$ cat src/rtl/rr_spread_pkg.sv
package rr_spread_pkg;

    typedef enum logic {
        PH_FIRST  = 1'b0,
        PH_SECOND = 1'b1
    } tog_phase_e;

    localparam int unsigned COMPOSED_K = 5;
    localparam int unsigned MID_WAYS   = 3;

    function automatic int unsigned wrap_inc(input int unsigned v, input int unsigned n);
        return (v + 1 >= n) ? 0 : v + 1;
    endfunction

endpackage

$ cat src/rtl/rr_level_to_event.sv
module rr_level_to_event (
    input  logic clk,
    input  logic rst,
    input  logic lvl,
    output logic ev
);
    logic lvl_q;

    always_ff @(posedge clk) begin
        if (rst) lvl_q <= 1'b0;
        else     lvl_q <= lvl;
    end

    assign ev = lvl ^ lvl_q;
endmodule

$ cat src/rtl/rr_ring.sv
module rr_ring #(
    parameter int unsigned WAYS = 3
) (
    input  logic            clk,
    input  logic            rst,
    input  logic            hit,
    input  logic            hit_extra,
    output logic [WAYS-1:0] fire_a,
    output logic [WAYS-1:0] fire_b
);
    import rr_spread_pkg::*;

    localparam int unsigned PW = (WAYS > 1) ? $clog2(WAYS) : 1;

    logic [PW-1:0] ptr;
    logic [PW-1:0] step1;
    logic [PW-1:0] step2;

    always_comb begin
        step1 = PW'(wrap_inc(32'(ptr), WAYS));
        step2 = PW'(wrap_inc(32'(step1), WAYS));
    end

    assign fire_a = hit       ? (WAYS'(1) << ptr)   : '0;
    assign fire_b = hit_extra ? (WAYS'(1) << step1) : '0;

    always_ff @(posedge clk) begin
        if (rst)            ptr <= '0;
        else if (hit_extra) ptr <= step2;
        else if (hit)       ptr <= step1;
    end
endmodule

$ cat src/rtl/rr_toggle2.sv
module rr_toggle2 (
    input  logic clk,
    input  logic rst,
    input  logic hit,
    output logic out_first,
    output logic out_second
);
    import rr_spread_pkg::*;

    tog_phase_e phase;

    assign out_first  = hit && (phase == PH_FIRST);
    assign out_second = hit && (phase == PH_SECOND);

    always_ff @(posedge clk) begin
        if (rst)      phase <= PH_FIRST;
        else if (hit) phase <= (phase == PH_FIRST) ? PH_SECOND : PH_FIRST;
    end
endmodule

$ cat src/rtl/rr_event_spreader.sv
module rr_event_spreader #(
    parameter int unsigned K = 5
) (
    input  logic         clk,
    input  logic         rst,
    input  logic         ev_in,
    output logic [K-1:0] y_out
);
    import rr_spread_pkg::*;

    logic         ev;
    logic [K-1:0] fire;
    logic [2:0]   late_spill;

    rr_level_to_event u_det (
        .clk (clk),
        .rst (rst),
        .lvl (ev_in),
        .ev  (ev)
    );

    generate
        if (K == COMPOSED_K) begin : g_composed
            logic [MID_WAYS-1:0] f_a;
            logic [MID_WAYS-1:0] f_b;
            logic [MID_WAYS-1:0] t_hit;
            logic [MID_WAYS-1:0] t_first;
            logic [MID_WAYS-1:0] t_second;
            logic                feedback;

            rr_ring #(.WAYS(MID_WAYS)) u_mid (
                .clk       (clk),
                .rst       (rst),
                .hit       (ev),
                .hit_extra (feedback),
                .fire_a    (f_a),
                .fire_b    (f_b)
            );

            for (genvar i = 0; i < MID_WAYS; i++) begin : g_tog
                if (i == MID_WAYS - 1) begin : g_last
                    assign t_hit[i] = f_a[i];
                end else begin : g_mid
                    assign t_hit[i] = f_a[i] | f_b[i];
                end
                rr_toggle2 u_tog (
                    .clk        (clk),
                    .rst        (rst),
                    .hit        (t_hit[i]),
                    .out_first  (t_first[i]),
                    .out_second (t_second[i])
                );
            end

            assign feedback   = t_second[2];
            assign late_spill = {f_b[2], 2'b00};
            assign fire       = {t_second[1], t_second[0], t_first[2], t_first[1], t_first[0]};
        end else begin : g_flat
            logic [K-1:0] f_a;
            logic [K-1:0] f_b;

            rr_ring #(.WAYS(K)) u_flat (
                .clk       (clk),
                .rst       (rst),
                .hit       (ev),
                .hit_extra (1'b0),
                .fire_a    (f_a),
                .fire_b    (f_b)
            );

            assign fire       = f_a | f_b;
            assign late_spill = '0;
        end
    endgenerate

    always_ff @(posedge clk) begin
        if (rst) y_out <= '0;
        else     y_out <= y_out ^ fire;
    end
endmodule

$ cat config.mk
export PLATFORM = sky130hd
export DESIGN_NAME = rr_event_spreader
export DESIGN_NICKNAME = d
export VERILOG_FILES = /design/src/rtl/rr_spread_pkg.sv /design/src/rtl/rr_level_to_event.sv /design/src/rtl/rr_ring.sv /design/src/rtl/rr_toggle2.sv /design/src/rtl/rr_event_spreader.sv
export SDC_FILE = /design/constraint.sdc
export NUM_CORES = 1
export LEC_CHECK = 0
export BUFFER_PORTS_ARGS = -buffer_cell sky130_fd_sc_hd__buf_2
export CAP_MARGIN = 20
export CORE_AREA = 2 2 39 41
export DETAILED_ROUTE_END_ITERATION = 16
export DIE_AREA = 0 0 41 43
export GPL_TIMING_DRIVEN = 1
export MAX_ROUTING_LAYER = met4
export PLACE_DENSITY_LB_ADDON = 0.1
export SLEW_MARGIN = 20
export SYNTH_ARGS = -nofsm -noshare
export SYNTH_HDL_FRONTEND = slang
export SYNTH_SLANG_ARGS = --single-unit
$ cat constraint.sdc
create_clock -name clk -period 1.3 [get_ports clk]
set_clock_uncertainty 0.15 [all_clocks]
set_input_delay 0.065 -clock clk [delete_from_list [all_inputs] [get_ports clk]]
set_output_delay 0.065 -clock clk [all_outputs]
set_load 0.005 [all_outputs]
=== After elaboration in Yosys (flattened, before gate mapping) ===
Index checks and enable logic that the tools add are counted.

* Register bits: 11
* Input port bits: 3
* Output and inout bits: 5
* Word-level logic and storage cells: 35

* Add/sub/neg operators: 2
* Magnitude comparators: 2
* Shift-type cells: 2
* Muxes and demuxes: 9
* Bitwise gates (word level): 7
* Reduce and logical (&&, ||, !) cells: 7

{| class="wikitable"
|+ Operators with widths
! cell !! number
|-
| 2-to-1 mux 2 bit || 5
|-
| adder 2 x 1 -> 3 bit (second input constant) || 2
|-
| greater-or-equal comparator 3 x 2 -> 1 bit (second input constant) || 2
|-
| logical AND 1 bit || 6
|-
| bitwise XOR 5 bit || 1
|-
| 2-to-1 mux 1 bit || 3
|-
| 2-to-1 mux 3 bit || 1
|-
| NOT 1 bit || 3
|-
| left shift 1 x 2 -> 3 bit (first input constant) || 1
|-
| bitwise OR 1 bit || 2
|-
| nonzero test 2 bit || 1
|-
| left shift 1 x 2 -> 2 bit (first input constant) || 1
|-
| bitwise XOR 1 bit || 1
|}

=== Logic depth before layout (Yosys ltp) ===
Gate-level depths: netlist (run 1).

* Depth after elaboration: 8
* Gate-level depth with buffers: 4
* Mapped depth without buffers: 3

=== Modules after synthesis ===
Synthesis (run 1) repeated with hierarchy kept, for this count alone.

* Cell total of the unflattened synthesis: 51
* Area total of the unflattened synthesis: 504.2 um^2

{| class="wikitable"
|+ By module, submodules not included
! module !! times used !! cells each !! area an instance (um^2) !! sequential area each (um^2)
|-
| rr_event_spreader || 1 || 17 || 175.2 || 100.1
|-
| rr_ring || 1 || 16 || 147.6 || 40.0
|-
| rr_toggle2 || 3 || 5 || 48.8 || 20.0
|-
| rr_level_to_event || 1 || 3 || 35.0 || 20.0
|}

=== Least setup slack after synthesis (run 1) ===
OpenSTA, ideal clock, no wires.

* Path type: register to register
* Start: reg u_det.lvl_q
* End: reg y_out[3]
* Setup time: 121 ps
* Arrival: 1,226 ps
* Data required time: 1,029 ps
* Slack: -197 ps
* Stages on the path, launching flop included: 5
* Path buffers: 1
* Period minus slack after synthesis: 1,497 ps
* Cell sequence: dfxtp_1 xnor2_1 buf_2 nor4b_1 mux2_2

* Word-level cells in the longest chain between the ends: 7

{| class="wikitable"
|+ Ends and longest elaborated chain
! what !! line !! source
|-
| start, declared || rr_level_to_event.sv:7 || <nowiki>logic lvl_q;</nowiki>
|-
| start signal, assigned || rr_level_to_event.sv:11 || <nowiki>else lvl_q <= lvl;</nowiki>
|-
| bitwise XOR 1 bit * || rr_level_to_event.sv:14 || <nowiki>assign ev = lvl ^ lvl_q;</nowiki>
|-
| 2-to-1 mux 3 bit * || rr_ring.sv:24 || <nowiki>assign fire_a = hit ? (WAYS'(1) << ptr) : '0;</nowiki>
|-
| logical AND 1 bit || rr_toggle2.sv:13 || <nowiki>assign out_second = hit && (phase == PH_SECOND);</nowiki>
|-
| 2-to-1 mux 2 bit || rr_ring.sv:25 || <nowiki>assign fire_b = hit_extra ? (WAYS'(1) << step1) : '0;</nowiki>
|-
| bitwise OR 1 bit * || rr_event_spreader.sv:44 || <nowiki>assign t_hit[i] = f_a[i] | f_b[i];</nowiki>
|-
| logical AND 1 bit * || rr_toggle2.sv:13 ||
|-
| bitwise XOR 5 bit * || rr_event_spreader.sv:78 || <nowiki>else y_out <= y_out ^ fire;</nowiki>
|-
| end signal, assigned || rr_event_spreader.sv:78 ||
|-
| end, declared || rr_event_spreader.sv:7 || <nowiki>output logic [K-1:0] y_out</nowiki>
|}

Mark *: on every way between the ends. The rest lies on a longest branch, timed or not.
A chain may end at the register's enable or synchronous reset.

=== Worst setup path after layout (run 1) ===
* Start: reg u_det.lvl_q
* End: reg y_out[0]

* Word-level cells in the longest chain between the ends: 7

{| class="wikitable"
|+ Ends and longest elaborated chain
! what !! line !! source
|-
| bitwise XOR 1 bit * || rr_level_to_event.sv:14 ||
|-
| 2-to-1 mux 3 bit * || rr_ring.sv:24 ||
|-
| logical AND 1 bit || rr_toggle2.sv:13 ||
|-
| 2-to-1 mux 2 bit || rr_ring.sv:25 ||
|-
| bitwise OR 1 bit * || rr_event_spreader.sv:44 ||
|-
| logical AND 1 bit * || rr_toggle2.sv:12 || <nowiki>assign out_first = hit && (phase == PH_FIRST);</nowiki>
|-
| bitwise XOR 5 bit * || rr_event_spreader.sv:78 ||
|}

Marked as above.

==> flow_summary.ini, run 1 <==
[final_layout]
post_route_cells_drive_above_1_share_pct = 54.93
nFillCells = 136
final_net_count = 75
syn_to_final_growth_pct = 51.41
antenna_cells = 0

[timing]
max_slew_margin_pct = 79.04
rsz0062_at_grt = yes
max_clock_freq_mhz = 611.3
timing.final.hold_violations = 0
setup_slack_ns = -0.3358
finalSetupViolations = 10
post-route-min-period_ns = 1.636
fin_crit_sh_pct = 125.8
timing.hold.ws_ns = 0.1057
final-max-slew-violation-count = 0
worst_pin_slew_ns = 0.3144

[worst_setup_path]
timing_worst_setup_path_type = reg -> reg
setup.worst_path.end_class = flop
reg2reg_depth = 4
max_fo_critical_path = 8
cp_slowest_cell = or4_4
cp_slowest_stage_delay_ns = 0.49
worst_ep_arrival_time_ns = 1.64
critical_path_required_ns = 1.31
critPathLaunchType = flop
worstPathCellList = xnor2_2 -> buf_6 -> or4_4 -> mux2_4

[routing]
drt_wl_total_mm = 1.024
drt_drc_violations_left = 0
viasPerCell = 4.862
dr.first_iter.drc_count = 2
detailedRoute.firstPassIterationCount = 2
wl_per_cell_um = 11.77
route.antenna.remaining_nets = 0
routed-via-count = 423

[cts]
path_clk_slew_ns = 0.07
clock_tree.buffer_depth = 2
cts_buffers = 3
ctsRootBufferMaster = clkbuf_4
cts_num_sinks = 11
clock_tree.htree_level_count = 1
clkLatencyLatePin_ns = 0.26
tritoncts = yes

[floorplan]
placeableCoreArea_sq_um = 1384
width_of_the_chip_um = 41
ioPinCount = 8
core.rowCount = 14
die_area_sq_um = 1763
floorplan.initialDensity_pct = 35.17
die_y_um = 43

[power]
internal_power_uw = 617.1
netSwitchingPower_uw = 219.9
comb_power_share_pct = 24.5
seq_power_share_pct = 47.3
max-vdd-ir-drop_uv = 531.1
total_design_power_uw = 837.0
leakage_dissipation_uw = 0.0003106
switching_share_pct = 26.27
clock_power_share_pct = 28.2
power_density_nw_per_um2 = 1136

[global_routing]
antenna_found_initial = 0
globalRoute.totalOverflow = 0
grt_max_degree = 17
global_route.usage.total_pct = 12.53
grt_pass1_vias = 371
global_route_wire_length_before_repair_mm = 1.469

[synth]
synth_area_per_cell_sq_um = 9.734
synth_edf_count = 0
yosys.cell_types.count = 22
synth-seq-area-share_pct = 45.24
synth_top_cells_by_area = dfxtp_1 (45%), nor2b_1 (9.0%), mux2_2 (6.9%)
synth_top_cell_area_share_pct = 45.24
yosys.cell_count.top_type = dfxtp_1
syn-num-nets = 53
post_synth_instance_area_sq_um = 486.7
post_synth_inst_count = 50
ys_ff_latch = 11
synth_warnings = 0
synth-async-reset-ratio_pct = 0
most_used_flip_flop_cell_after_synthesis = dfxtp_1
commonest_cells_in_the_netlist = dfxtp_1 (11), nor2b_1 (7), nor2_1 (5), a21oi_1 (4), mux2_2 (3)
synth_largest_area_cell = dfxtp_1

[worst_hold_path]
holdCritPathClass = in -> reg
hold_depth = 5

[status]
failed_checks = negative setup slack
status = finished with violations

[placement]
dp.final_hpwl_um = 642
place.gp.congestion = 0.6473
dp_worst_setup_slack_ns = -0.3298
port-buffer-count = 7

[flow_run]
maxCapViolCount = 0
==> per-layer routing <==
metal | vias to the layer above | track usage (%) | wire length (um)
li1 | 215 | - | -
met1 | 204 | 15.08 | 486
met2 | 4 | 18.75 | 508
met3 | 0 | 3.141 | 29
met4 | 0 | 6.000 | 0
met5 | - | - | 0
==> sequential cells by signal (all words and copies together) (netlist names) <==
signal	cells
u_det.lvl_q	1
g_composed.g_tog.u_tog.phase	3
g_composed.u_mid.ptr	2
y_out	5
==> worst paths after layout <==
path	start	end	slack [ns]
worst max-delay path	u_det.lvl_q	y_out[0]	-0.34
worst min-delay path	ev_in	g_composed.u_mid.ptr[1]	0.11
worst max register to register	u_det.lvl_q	y_out[0]	-0.34
worst min register to register	y_out[4]	y_out[4]	0.38
==> power by group through the flow <==
stage	combinational, uW	clock, uW	sequential, uW
6_report	205	236	396
5_1_grt	222	255	401
4_1_cts	183	246	395
3_3_place_gp	149	0	399
3_5_place_dp	152	0	400
2_1_floorplan	91.0	0	397
==> cells by family after synthesis <==
| family | share of synthesized area [%] |
|---|---|
| xor gates and xnor gates | 1.800 |
| DFF | 45.24 |
| and+or+nand+nor | 28.54 |
| buffers and inverters | 1.798 |
| muxes | 12.34 |
| AOI/OAI and AO/OA | 10.28 |
==> critical path: cells and delay by family (launching register included) <==
family                    cells  cell delay [ns]
xor gates and xnor gates      1             0.13
buffers and inverters         1             0.13
DFF                           1             0.33
muxes                         1             0.30
and+or+nand+nor               1             0.49
==> area by class of cell <==
| class | count | area, sq um | share of cell area, % |
|---|---|---|---|
| Clock buffer | 4 | 26.28 | 3.565 |
| Multi-Input combinational cell | 37 | 325.3 | 44.14 |
| Sequential cell | 11 | 224.0 | 30.39 |
| Tap cell | 16 | 20.02 | 2.716 |
| Timing Repair Buffer | 19 | 141.4 | 19.19 |
==> layout by cell type (no fill, tap or decap), types with 2 or more instances in the layout <==
cell type | netlist | final
dfxtp_1 | 11 | 8
nor2b_1 | 7 | 7
buf_2 | 1 | 7
buf_4 | 0 | 7
nor2_1 | 5 | 5
mux2_4 | 1 | 4
a21oi_2 | 0 | 4
clkbuf_4 | 0 | 3
dfxtp_2 | 0 | 3
buf_6 | 0 | 3
nand2_1 | 2 | 2
dlygate4sd3_1 | 0 | 2
==> timing repair <==
action,in CTS,in global routing
hold buffers,2,0
endpoints found under the setup margin,10,10
gates cloned,0,0
hold endpoints to repair,2,0
gates resized for setup,9,9
setup buffers,1,1
pin swaps,2,3
==> per-stage QoR <==
stage	utilization (%)	instance area [sq um]	TNS, ns	std cells
6_report	53.25	737.0	-1.755	87
3_3_place_gp	43.67	604.3	-1.532	79
4_1_cts	50.09	693.2	-1.684	86
5_1_grt	53.25	737.0	-2.142	87
2_1_floorplan	-	498.0	-0.6816	50
3_5_place_dp	43.67	604.3	-1.728	79
(Power assumes the default switching activity.)
==> run 2, diff against run 1 <==
clock period = 1.6 ns   (was 1.3 ns; I/O delays follow)
==> flow_summary.ini, run 2 (synthesis results as in run 1) <==
[timing]
finalSetupViolations = 0
worst_pin_slew_ns = 0.3977
final-max-slew-violation-count = 0
timing.final.hold_violations = 0
max_slew_margin_pct = 73.11
post-route-min-period_ns = 1.580
fin_crit_sh_pct = 98.73
max_clock_freq_mhz = 633.1
totalNegativeSetupSlack_ns = 0

[placement]
place.gp.congestion = 0.7055
dp.final_hpwl_um = 552.1
port-buffer-count = 7

[final_layout]
layout_commonest_cell = dfxtp_1
final_net_count = 68
post_route_cells_drive_above_1_share_pct = 34.38
syn_to_final_growth_pct = 28.28
nFillCells = 136
final_cell_mix = dfxtp_1 (10), nor2b_1 (7), buf_2 (7)
largest-register = y_out
final_core_util_pct = 45.12
antenna_cells = 0
top_regs = y_out x5, g_composed.g_tog.u_tog.phase x3, g_composed.u_mid.ptr x2
final-seq-area_sq_um = 221.5
multiInputGateArea_sq_um = 279.0
largest_register_ff_count = 5

[worst_setup_path]
crit-reg2reg-launch = u_det.lvl_q
worst_ep_arrival_time_ns = 1.60
critPathLaunchType = flop
cp_slowest_cell = or4_4
reg2reg_depth = 3
setup.worst_path.end_class = flop
max_fo_critical_path = 8
rrSetupSlack_ns = 0.02
timing.rr.end = y_out[0]
timing_worst_setup_path_type = reg -> reg
critical_path_required_ns = 1.62
cp_slowest_stage_delay_ns = 0.50
worstPathCellList = xnor2_4 -> or4_4 -> mux2_4

[floorplan]
width_of_the_chip_um = 41
ioPinCount = 8
placeableCoreArea_sq_um = 1384
die_y_um = 43
die_area_sq_um = 1763
core.rowCount = 14
floorplan.initialDensity_pct = 35.17

[power]
max-vdd-ir-drop_uv = 383.1
internal_power_uw = 466.7
netSwitchingPower_uw = 164.5
leakage_dissipation_uw = 0.0002641
switching_share_pct = 26.07
comb_power_share_pct = 18.0
power_density_nw_per_um2 = 1011
clock_power_share_pct = 31.4
seq_power_share_pct = 50.7
total_design_power_uw = 631.2

[worst_hold_path]
worst_hold_path.endpoint = g_composed.u_mid.ptr[1]
holdCritPathClass = in -> reg
hold_depth = 2
min_from = rst

[cts]
clock_tree.buffer_depth = 2
cts_num_sinks = 11
tritoncts = yes
post_cts_setup_buffers = 0
ctsRootBufferMaster = clkbuf_4
path_clk_slew_ns = 0.07
clock_tree.htree_level_count = 1
cts_buffers = 3
clkLatencyLatePin_ns = 0.27

[global_routing]
antenna_found_initial = 0
grt_pass1_vias = 295
globalRoute.totalOverflow = 0
global_route_wire_length_before_repair_mm = 1.235
global_route.usage.total_pct = 11.20
grt_max_degree = 17

[status]
status = complete, no violations

[routing]
dr.first_iter.drc_count = 6
route.antenna.remaining_nets = 0
routed-via-count = 378
detailedRoute.firstPassIterationCount = 3
wl_per_cell_um = 10.38
viasPerCell = 4.725
drt_wl_total_um = 830
drt_drc_violations_left = 0

[flow_run]
maxCapViolCount = 0
[run 2: changes by cell type in the layout (fill, tap and decap cells not counted), sizes merged]
cell / before / now
buf: 17 / 10
[run 2: through the flow]
| step | instances | instance area [sq um] | worst slack, ns | hold WS, ns |
|---|---|---|---|---|
| 2_1_floorplan | 50 | 486.7 | 0.1029 | 0.05818 |
| 3_3_place_gp | 74 | 555.5 | -0.005148 | 0.1734 |
| 3_5_place_dp | 74 | 555.5 | -0.01639 | 0.1791 |
| 4_1_cts | 80 | 609.3 | 0.01069 | 0.0004615 |
| 5_1_grt | 80 | 624.3 | -0.002301 | 0.04075 |
| 6_report | 80 | 624.3 | 0.02035 | 0.005660 |
[run 2: metal layers]
layer / vias to the layer above / GRT usage (%) / wire length, um
met4: 0 / 10.00 / 21
met1: 163 / 15.51 / 406
met2: 9 / 12.50 / 359
met3: 4 / 3.141 / 42
met5: - / - / 0
li1: 202 / - / -
[run 2: final cells by class]
class / instances / share of cell area (%)
multi-input combinational: 37 / 44.69
sequential: 11 / 35.47
timing repair buffer: 12 / 12.42
clock buffer: 4 / 4.208
tap: 16 / 3.206
[run 2: critical path: cells and delay by family, from the launching register on]
family | cells | cell delay (ns)
AND/OR/NAND/NOR | 1 | 0.50
multiplexers | 1 | 0.30
flip-flops | 1 | 0.35
XOR/XNOR | 1 | 0.17
[run 2: worst max path at each step]
stage | startpoint | to | slack [ns]
floorplan | u_det.lvl_q | y_out[3] | 0.10
global placement | u_det.lvl_q | y_out[0] | -0.005
detailed placement | u_det.lvl_q | y_out[0] | -0.02
CTS | u_det.lvl_q | y_out[0] | 0.01
global route | u_det.lvl_q | y_out[0] | -0.002
finish | u_det.lvl_q | y_out[0] | 0.02
[run 2: power by group through the flow]
stage	logic, uW	clock network [uW]	registers, uW
2_1_floorplan	71.2	0	322
3_3_place_gp	103	0	324
3_5_place_dp	104	0	324
4_1_cts	109	207	319
5_1_grt	125	215	325
6_report	113	198	320
[run 2: repair_timing]
item | in CTS | in global routing
hold buffers | 2 | 0
hold endpoints to repair | 1 | 0
resized for setup | 1 | 3
endpoints found under the setup margin | 2 | 2
==> run 3, diff against run 2 <==
SYNTH_HIERARCHICAL = 1   (was unset)
==> flow_summary.ini, run 3 <==
[status]
status = finished with violations
failed_checks = negative hold slack, negative setup slack

[worst_setup_path]
crit-reg2reg-launch = u_det/lvl_q
timing.critical_path.from = u_det/lvl_q
worst_ep_arrival_time_ns = 1.78
critPathLaunchType = flop
reg2reg_depth = 8
setup.worst_path.end_class = flop
timing_worst_setup_path_type = reg -> reg
cp_slowest_cell = dfxtp_2
crit_family = simple AND/OR/NAND/NOR gates
timing.rr.end = y_out[4]
crit_buf_inv = 0
cp_slowest_stage_delay_ns = 0.33
critical_path_required_ns = 1.61
worstSetupEndpoint = y_out[4]
max_fo_critical_path = 3
worstPathCellList = xor2_2 -> and3_4 -> and2_4 -> nor3b_4 -> or2_1 -> and2_2 -> xnor2_2 -> nor2_1
worst-path-stages = 8
rrSetupSlack_ns = -0.17

[synth]
syn-num-nets = 53
post_synth_instance_area_sq_um = 500.5
synth_area_per_cell_sq_um = 10.01
synth_warnings = 6
post_synth_inst_count = 50

[routing]
drt_drc_violations_left = 0
dr.first_iter.drc_count = 1
drt_wl_total_um = 899
routed-via-count = 389
route.antenna.remaining_nets = 0
detailedRoute.firstPassIterationCount = 4
viasPerCell = 4.322
wl_per_cell_um = 9.989

[placement]
dp.final_hpwl_um = 590.3
place.gp.congestion = 0.7540
dp_worst_setup_slack_ns = -0.1849
port-buffer-count = 7

[floorplan]
core.rowCount = 14
die_area_sq_um = 1763
width_of_the_chip_um = 41
die_y_um = 43
floorplan.initialDensity_pct = 36.17
placeableCoreArea_sq_um = 1384
ioPinCount = 8

[final_layout]
largest-register = y_out
antenna_cells = 0
post_route_cells_drive_above_1_share_pct = 54.05
final_net_count = 78
top_regs = y_out x5, g_composed.g_tog.u_tog/phase x3, g_composed.u_mid/ptr x2
largest_register_ff_count = 5
syn_to_final_growth_pct = 51.25
multiInputGateArea_sq_um = 340.3
final-seq-area_sq_um = 221.5
final_core_util_pct = 54.70
nFillCells = 127
final_cell_mix = dfxtp_1 (10), buf_4 (10), nor2_1 (8)

[global_routing]
grt_pass1_vias = 365
grt_max_degree = 11
globalRoute.totalOverflow = 0
global_route.usage.total_pct = 13.22
antenna_found_initial = 0
global_route_wire_length_before_repair_mm = 1.469

[timing]
post-route-min-period_ns = 1.775
setup_slack_ns = -0.1746
fin_crit_sh_pct = 110.9
timing.hold.ws_ns = -0.02569
rsz0062_at_grt = yes
final-max-slew-violation-count = 0
max_clock_freq_mhz = 563.5
max_slew_margin_pct = 85.07
finalSetupViolations = 6
timing.final.hold_violations = 8
worst_pin_slew_ns = 0.2208

[cts]
cts_buffers = 3
ctsRootBufferMaster = clkbuf_4
cts_num_sinks = 11
hold_buffers = 2
clock_tree.buffer_depth = 2
tritoncts = yes
path_clk_slew_ns = 0.07
clock_tree.htree_level_count = 1
clkLatencyLatePin_ns = 0.26

[power]
leakage_dissipation_uw = 0.0003306
max-vdd-ir-drop_uv = 493.2
power_density_nw_per_um2 = 915.5

[flow_run]
maxCapViolCount = 0

[worst_hold_path]
holdCritPathClass = in -> reg
-- run 3: through the flow --
| stage | std cells | TNS, ns | cell area, sq um | power [uW] | hold slack, ns |
|---|---|---|---|---|---|
| after floorplan | 50 | -0.6770 | 515.5 | 413.4 | -0.005803 |
| after global placement | 82 | -0.7516 | 638.1 | 467.9 | 0.1936 |
| after detailed placement | 82 | -0.8069 | 638.1 | 468.6 | 0.1968 |
| after CTS | 90 | -0.8997 | 732.0 | 698.8 | -0.02882 |
| after global routing | 90 | -1.304 | 757.0 | 736.4 | -0.01587 |
| final | 90 | -0.7929 | 757.0 | 693.0 | -0.02569 |
-- run 3: repair_timing --
item,in CTS,in global routing
setup endpoints to repair,6,7
pin swaps,4,3
buffers inserted,2,2
hold endpoints to repair,9,7
resized for setup,6,4
-- run 3: final cells by class --
class,instances,share of cell area (%)
tap,16,2.645
inverter,2,0.9917
multi-input combinational,37,44.96
sequential,11,29.26
timing repair buffer,20,18.68
clock buffer,4,3.471
-- run 3: worst min path at each step --
stage,to,slack (ns),cells after the start,start
4_1_cts,y_out[4],-0.03,2,rst
3_5_place_dp,u_det/lvl_q,0.20,2,ev_in
6_report,y_out[0],-0.03,2,rst
3_3_place_gp,u_det/lvl_q,0.19,2,ev_in
5_1_grt,y_out[3],-0.02,2,rst
2_1_floorplan,u_det/lvl_q,-0.006,1,rst
-- run 3: per-layer routing --
metal | global-route usage, % | vias up | routed length (um)
met2 | 18.75 | 5 | 432
li1 | - | 209 | -
met4 | 10.00 | 0 | 12
met3 | 3.141 | 2 | 27
met5 | - | - | 0
met1 | 15.31 | 173 | 427
-- run 3: where the power goes --
group          total [uW]  leakage [uW]  internal [uW]  switching [uW]
Combinational         182      0.000225            119            62.8
Clock                 186     0.0000150           96.3            89.8
Sequential            325     0.0000903            302            22.8
